===== src/rtl/max_reward_pkg.sv =====
// Package: default sizes shared by the selector and its bench.
// Assumes NUM_POS is a power of two (two or more) so the compare tree is balanced.
package max_reward_pkg;
    localparam int unsigned NUM_POS_DEF = 4;
    localparam int unsigned RWD_W_DEF   = 8;
endpackage


===== src/rtl/mrp_cmp_node.sv =====
// One compare-and-select node. It forwards the larger of two (reward, index)
// candidates. Assumes input lo holds lower position numbers than input hi,
// so lo wins on equal rewards.
module mrp_cmp_node #(
    parameter int unsigned RWD_W = 8,
    parameter int unsigned IDX_W = 2
) (
    input  logic [RWD_W-1:0] lo_rwd,
    input  logic [IDX_W-1:0] lo_idx,
    input  logic [RWD_W-1:0] hi_rwd,
    input  logic [IDX_W-1:0] hi_idx,
    output logic [RWD_W-1:0] win_rwd,
    output logic [IDX_W-1:0] win_idx
);
    logic take_hi;

    // pick the higher-numbered candidate only on a strict win
    always_comb begin
        take_hi = hi_rwd > lo_rwd;
        win_rwd = take_hi ? hi_rwd : lo_rwd;
        win_idx = take_hi ? hi_idx : lo_idx;
    end
endmodule


===== src/rtl/mrp_onehot_dec.sv =====
// Index to one-hot decoder. Assumes OUT_W <= 2**IDX_W.
module mrp_onehot_dec #(
    parameter int unsigned IDX_W = 2,
    parameter int unsigned OUT_W = 4
) (
    input  logic [IDX_W-1:0] idx,
    output logic [OUT_W-1:0] onehot
);
    genvar g;
    generate
        for (g = 0; g < OUT_W; g++) begin : g_bit
            // each output bit matches one index value
            assign onehot[g] = (idx == IDX_W'(g));
        end
    endgenerate
endmodule


===== src/rtl/max_reward_picker.sv =====
// Top: picks the position with the largest reward through a balanced tree of
// compare nodes, decodes it and registers the select on turn edges.
// Assumes NUM_POS is a power of two and the rewards are valid at every edge after reset.
module max_reward_picker
    import max_reward_pkg::*;
#(
    parameter int unsigned NUM_POS = NUM_POS_DEF,
    parameter int unsigned RWD_W   = RWD_W_DEF
) (
    input  logic                       clk,
    input  logic                       rst_n,
    input  logic                       clr,
    input  logic                       turn,
    input  logic [NUM_POS*RWD_W-1:0]   rwd_i,
    output logic [NUM_POS-1:0]         pos_sel,
    output logic                       played,
    output logic                       skip,
    output logic                       sub
);
    localparam int unsigned IDX_W  = (NUM_POS > 1) ? $clog2(NUM_POS) : 1;
    localparam int unsigned NODE_N = 2 * NUM_POS - 1;
    localparam int unsigned LEAF0  = NUM_POS - 1;

    // heap layout: node n has children 2n+1 (lower positions) and 2n+2
    logic [RWD_W-1:0] t_rwd [NODE_N];
    logic [IDX_W-1:0] t_idx [NODE_N];
    logic [NUM_POS-1:0] dec_sel;

    genvar p, n;
    generate
        for (p = 0; p < NUM_POS; p++) begin : g_leaf
            assign t_rwd[LEAF0+p] = rwd_i[p*RWD_W +: RWD_W];
            assign t_idx[LEAF0+p] = IDX_W'(p);
        end
        for (n = 0; n < NUM_POS - 1; n++) begin : g_node
            mrp_cmp_node #(.RWD_W(RWD_W), .IDX_W(IDX_W)) i_node (
                .lo_rwd (t_rwd[2*n+1]),
                .lo_idx (t_idx[2*n+1]),
                .hi_rwd (t_rwd[2*n+2]),
                .hi_idx (t_idx[2*n+2]),
                .win_rwd(t_rwd[n]),
                .win_idx(t_idx[n])
            );
        end
    endgenerate

    mrp_onehot_dec #(.IDX_W(IDX_W), .OUT_W(NUM_POS)) i_dec (
        .idx   (t_idx[0]),
        .onehot(dec_sel)
    );

    // select register: reset and clear win, otherwise load on a turn edge
    always_ff @(posedge clk) begin
        if (!rst_n || clr) begin
            pos_sel <= '0;
        end else if (turn) begin
            pos_sel <= dec_sel;
        end
    end

    // played strobe follows the turn signal by one cycle
    always_ff @(posedge clk) begin
        if (!rst_n || clr) begin
            played <= 1'b0;
        end else begin
            played <= turn;
        end
    end

    assign skip = 1'b0;
    assign sub  = 1'b0;

    AST_SEL_ONEHOT0: assert property (@(posedge clk) disable iff (!rst_n)
        $onehot0(pos_sel));
    AST_SEL_HOLD: assert property (@(posedge clk) disable iff (!rst_n)
        (!turn && !clr) |=> $stable(pos_sel));
    AST_SEL_LOAD_ONE: assert property (@(posedge clk) disable iff (!rst_n)
        (turn && !clr) |=> $onehot(pos_sel));
    AST_PLAYED_TRACK: assert property (@(posedge clk) disable iff (!rst_n)
        !clr |=> (played == $past(turn)));
    AST_CLR_WINS: assert property (@(posedge clk) disable iff (!rst_n)
        clr |=> (pos_sel == '0 && !played));
    AST_FLAGS_LOW: assert property (@(posedge clk)
        !skip && !sub);

    generate
        for (p = 0; p < NUM_POS; p++) begin : g_chk
            AST_WIN_MAX: assert property (@(posedge clk) disable iff (!rst_n)
                t_rwd[0] >= rwd_i[p*RWD_W +: RWD_W]);
            AST_TIE_LOW: assert property (@(posedge clk) disable iff (!rst_n)
                (t_rwd[0] == rwd_i[p*RWD_W +: RWD_W]) |-> (t_idx[0] <= IDX_W'(p)));
        end
    endgenerate
endmodule


===== config.mk =====
export PLATFORM = sky130hd
export DESIGN_NAME = max_reward_picker
export DESIGN_NICKNAME = d
export VERILOG_FILES = /design/src/rtl/max_reward_pkg.sv /design/src/rtl/mrp_cmp_node.sv /design/src/rtl/mrp_onehot_dec.sv /design/src/rtl/max_reward_picker.sv
export SDC_FILE = /design/constraint.sdc
export NUM_CORES = 1
export LEC_CHECK = 0
export BUFFER_PORTS_ARGS = -buffer_cell sky130_fd_sc_hd__buf_4
export CORE_ASPECT_RATIO = 0.75
export CORE_MARGIN = 3
export CORE_UTILIZATION = 35
export CTS_CLUSTER_SIZE = 20
export DETAILED_ROUTE_END_ITERATION = 6
export SETUP_SLACK_MARGIN = 0.05
export SYNTH_ARGS = -nofsm -noshare
export SYNTH_HDL_FRONTEND = slang
export SYNTH_SLANG_ARGS = --single-unit
export TNS_END_PERCENT = 5

===== constraint.sdc =====
create_clock -name clk -period 6.3 [get_ports clk]
set_input_delay 1.26 -clock clk [delete_from_list [all_inputs] [get_ports clk]]
set_output_delay 1.26 -clock clk [all_outputs]
set_load 0.005 [all_outputs]

==> impl_metrics.yaml, run 1 <==
detailed_routing:
  via_per_inst: 5.037
  wl_per_cell_um: 12.29
  drtAntennaViolNets: 0
  dr.first_iter.drc_count: 19
  drc: 0
  routed_wirelength_mm: 2.347
  vias: 962
  firstDrtPassIters: 4
layout:
  area_delta_synth_final_pct: 36.62
  fillCellCount: 258
  nNetsFinal: 216
  drive_above_1_share: 0.3484
  diodes: 0
cts:
  cts_buffers: 3
  holdBufCountCts: 0
  cts_tree: "done"
  cts.sinks: 5
  clockRootBuffer: "clkbuf_8"
  clk_latency_ns: 0.22
  h-tree-depth: 1
  cts_resized: 0
  clk_pin_slew_worst_paths_ns: 0.03
  clockBufferDepth: 2
  cts_setup_buffers: 0
sta:
  min_period_ns: 4.228
  rsz0062_at_grt: "no"
  report.final.slew_viol_count: 0
  slew_headroom: 0.2674
  setup_viol: 0
  tightest_slew_ns: 1.099
  hold_viol: 0
  fin_crit_sh: 0.6711
  clock_skew_ns: 0
  setup_tns_ns: 0
  fmax_mhz: 236.5
  timing.final.ws_setup_ns: 2.072
global_route:
  met1_usage: 0.1632
  grt_use_met3: 0.01728
  grt_max_degree: 11
  grt_util_met2: 0.2382
  grt_busiest_layer: "met2"
  antenna_found_initial: 0
  grt_usage: 0.1341
  grt_overflow: 0
  grt_pass1_vias: 904
  grt_pass1_wl_mm: 3.643
logic_synthesis:
  syn_area_um2: 991.0
  synthArstFlopShare: 0
  synth_top_flop_cell: "dfxtp_1"
  synthCells: 114
  ys_types: 30
  synth_seq_area_share: 0.1010
  synth_seq_cells: 5
  synth-edff-count: 0
  ys_top_cells_by_area: "ha_1 30%, dfxtp_1 10%, mux2_4 9.1%, mux2i_1 8.1%, inv_1 6.8%"
  yosysTopAreaCell: "ha_1"
  yosysMostFrequentCell: "ha_1"
  yosys.area.top_type_share: 0.3030
  postSynthAreaPerCell_um2: 8.693
  ys.warnings.count: 0
  synth_common_cells: "24 x ha_1, 18 x inv_1, 10 x a21oi_1"
pwr:
  leakagePower_nw: 0.7396
  ir_drop_mv: 0.04842
  power_density_mw_per_mm2: 142.5
floorplanning:
  die_h_um: 52.08
  core_area_mm2: 0.002663
  dieArea_mm2: 0.003512
  die_w_um: 67.44
  start_util: 0.3722
  io_pins: 43
  rows: 16
outcome:
  status: "complete, no violations"
placement:
  pre_cts_ws_ns: 1.869
  place.gp.congestion: 0.7044
  hpwl_mm: 2.101
  portBuffers: 40
critical_path:
  path_max_fanout: 10
  worstSetupStartpointType: "input port"
  reg2reg_slack_ns: 5.59
  crit_type: "in2reg"
  cp-end-kind: "register"
  crit_required_ns: 6.41
  crit_arrival_ns: 4.34
job:
  cap_violations: 0
min_path:
  hp-class: "reg2reg"
[kinds of logic (layout without fill, tap and decap cells)]
| kind of cell | count (synthesis) | in the layout | synth area share |
|---|---|---|---|
| adders and majority gates | 24 | 24 | 0.3030 |
| other | 1 | 2 | 0.003784 |
| buffers and inverters | 22 | 62 | 0.09973 |
| AOI/OAI and AO/OA | 26 | 26 | 0.1667 |
| DFF | 5 | 5 | 0.1010 |
| muxes | 16 | 16 | 0.1944 |
| and+or+nand+nor | 20 | 20 | 0.1313 |
[per-layer routing]
metal / part of all wire / wire length, um
met1: 0.44 / 1029
met2: 0.50 / 1164
met3: 0.050 / 118
met4: 0.014 / 34
met5: 0 / 0
[critical path: stages]
cell and delay [ns]:
buf_4 0.09, inv_1 0.04, ha_1 0.30, nor2b_1 0.14, o211ai_1 0.16, a21oi_1 0.09
o22ai_1 0.83, mux2_2 0.43, ha_1 0.18, nor2b_1 0.11, o211ai_1 0.09, a21oi_1 0.17
o21ai_0 0.16, a32o_1 0.29
[where the power goes]
| group | internal, mW | total [mW] | switching [mW] |
|---|---|---|---|
| sequential | 0.0333 | 0.0338 | 0.000574 |
| clock | 0.0434 | 0.0587 | 0.0153 |
| combinational | 0.0543 | 0.100 | 0.0461 |
[stage by stage]
| stage | util | instances | cell area, um2 | total power [mW] | hold WS, ns |
|---|---|---|---|---|---|
| global route | 0.5085 | 191 | 1354 | 0.2087 | 0.5141 |
| detailed placement | 0.4915 | 187 | 1309 | 0.1347 | 0.4743 |
| CTS | 0.5085 | 191 | 1354 | 0.1948 | 0.4810 |
| global placement | 0.4915 | 187 | 1309 | 0.1312 | 0.4897 |
| finish | 0.5085 | 191 | 1354 | 0.1930 | 0.4792 |
| floorplan | - | 115 | 994.7 | 0.1016 | 0.4735 |
[final cells by class]
class | instances | area (um2) | area share
clock buffers | 4 | 45.04 | 0.03327
inverters | 18 | 67.56 | 0.04991
multi-input cells | 88 | 795.8 | 0.5878
flip-flops and latches | 5 | 100.1 | 0.07394
well taps | 36 | 45.04 | 0.03327
repair buffers | 40 | 300.3 | 0.2218
[final timing paths]
path,from,end,cells past startpoint
min reg2reg,pos_sel[1],pos_sel[1],2
max,rwd_i[1],pos_sel[0],14
min,pos_sel[1],pos_sel[1],2
max reg2reg,pos_sel[0],pos_sel[0],2
[placed cells by master (no fill, tap or decap), types with 4 or more instances in the layout]
cell	Yosys	routed
o21ai_0	4	4
nand2_1	4	4
inv_1	18	18
a21oi_1	10	10
ha_1	24	24
nor2b_1	4	4
buf_4	2	40
mux2_4	6	6
dfxtp_1	5	5
mux2i_1	8	8
nand4_1	4	4
[flip-flops by register name (all words and copies together) (netlist names)]
| name | flops |
|---|---|
| played | 1 |
| pos_sel | 4 |
Note: power is estimated with default switching activity, not from simulation.
==> inputs of run 2 (changes only) <==
==> constraint.sdc (replaced) <==
create_clock -name clk -period 3.6 [get_ports clk]
set_input_delay 0.72 -clock clk [delete_from_list [all_inputs] [get_ports clk]]
set_output_delay 0.72 -clock clk [all_outputs]
set_load 0.005 [all_outputs]
==> impl_metrics.yaml, run 2 (synthesis gave the netlist of run 1 again) <==
floorplanning:
  start_util: 0.3722
  core_area_mm2: 0.002663
  die_h_um: 52.08
  rows: 16
  io_pins: 43
  dieArea_mm2: 0.003512
  die_w_um: 67.44
layout:
  largest-register: "pos_sel"
  area_delta_synth_final_pct: 40.15
  largest_reg_flops: 4
  largest_registers: "pos_sel: 4 flops, played: 1 flops"
  diodes: 0
  mostFrequentLayoutCells: "42 x buf_4, 24 x ha_1, 18 x inv_1, 10 x a21oi_1, 8 x mux2i_1"
  final_common_cell: "buf_4"
  drive_above_1_share: 0.3608
  nNetsFinal: 219
global_route:
  grt_pass1_vias: 871
  grt_max_degree: 11
  grt_overflow: 0
  grt_pass1_wl_mm: 3.739
  antenna_found_initial: 0
  grt_usage: 0.1363
critical_path:
  crit_required_ns: 3.72
  reg2reg_depth: 2
  worstSetupStartpointType: "input port"
  reg2reg_slack_ns: 2.87
  crit_type: "in2reg"
  crit_arrival_ns: 3.52
  cp-end-kind: "register"
  path_max_fanout: 4
cts:
  clockBufferDepth: 2
  clk_pin_slew_worst_paths_ns: 0.03
  cts_setup_buffers: 0
  cts_resized: 0
  h-tree-depth: 1
  cts_buffers: 3
  cts.sinks: 5
  cts_tree: "done"
  clk_latency_ns: 0.22
  clockRootBuffer: "clkbuf_8"
  holdBufCountCts: 0
detailed_routing:
  dr.first_iter.drc_count: 21
  wl_per_cell_um: 11.93
  drtAntennaViolNets: 0
  via_per_inst: 4.845
  drc: 0
  firstDrtPassIters: 4
  routed_wirelength_mm: 2.315
  vias: 940
sta:
  fmax_mhz: 293.8
  report.final.slew_viol_count: 0
  hold_viol: 0
  setup_viol: 0
  rsz0062_at_grt: "no"
  fin_crit_sh: 0.9454
  clock_skew_ns: 0
  setup_tns_ns: 0
  min_period_ns: 3.404
  hold_ws_ns: 0.5075
placement:
  hpwl_mm: 2.077
  portBuffers: 40
  place.gp.congestion: 0.7688
job:
  cap_violations: 0
pwr:
  ir_drop_mv: 0.08616
  leakagePower_nw: 0.7588
  finalPower_mw: 0.3451
  power_density_mw_per_mm2: 248.5
min_path:
  hold_depth: 2
  hp-class: "reg2reg"
outcome:
  status: "complete, no violations"
run 2: path summary, 6_finish.rpt:
path	startpoint	endpoint
worst max-delay path	rwd_i[18]	pos_sel[1]
worst min-delay path	pos_sel[3]	pos_sel[3]
worst max register to register	pos_sel[0]	pos_sel[0]
worst min register to register	pos_sel[3]	pos_sel[3]
run 2: area by class of cell:
| type | instances | area, um2 |
|---|---|---|
| Fill cell | 265 | 1274 |
| Sequential cell | 5 | 100.1 |
| Clock buffer | 4 | 45.04 |
| Inverter | 18 | 67.56 |
| Multi-Input combinational cell | 88 | 795.8 |
| Timing Repair Buffer | 43 | 335.3 |
| Tap cell | 36 | 45.04 |
run 2: per-stage QoR:
stage | util | setup slack, ns | std cells | area [um2]
4_1_cts | 0.5216 | 0.1691 | 194 | 1389
3_3_place_gp | 0.5047 | 0.04286 | 190 | 1344
3_5_place_dp | 0.5047 | -0.01432 | 190 | 1344
6_report | 0.5216 | 0.1964 | 194 | 1389
2_1_floorplan | - | 0.2800 | 115 | 994.7
5_1_grt | 0.5216 | 0.05195 | 194 | 1389
run 2: worst max-delay path, cell delays in order:
cell     delay [ns]
buf_4          0.08
inv_1          0.03
ha_1           0.31
and3_4         0.19
a221o_1        0.36
a22o_1         0.26
buf_4          0.19
mux2_4         0.30
ha_1           0.30
nand4_1        0.11
or2_2          0.32
o21a_1         0.13
o31ai_1        0.23
run 2: power breakdown:
part	internal, mW	switching [mW]
clock	0.0757	0.0243
sequential	0.0582	0.000937
combinational	0.103	0.0827
run 2: routing by layer:
layer	global-route usage	wire length, um
met1	0.1810	1092
met2	0.2414	1123
met3	0.01296	99
met4	0.02020	0
met5	0	0
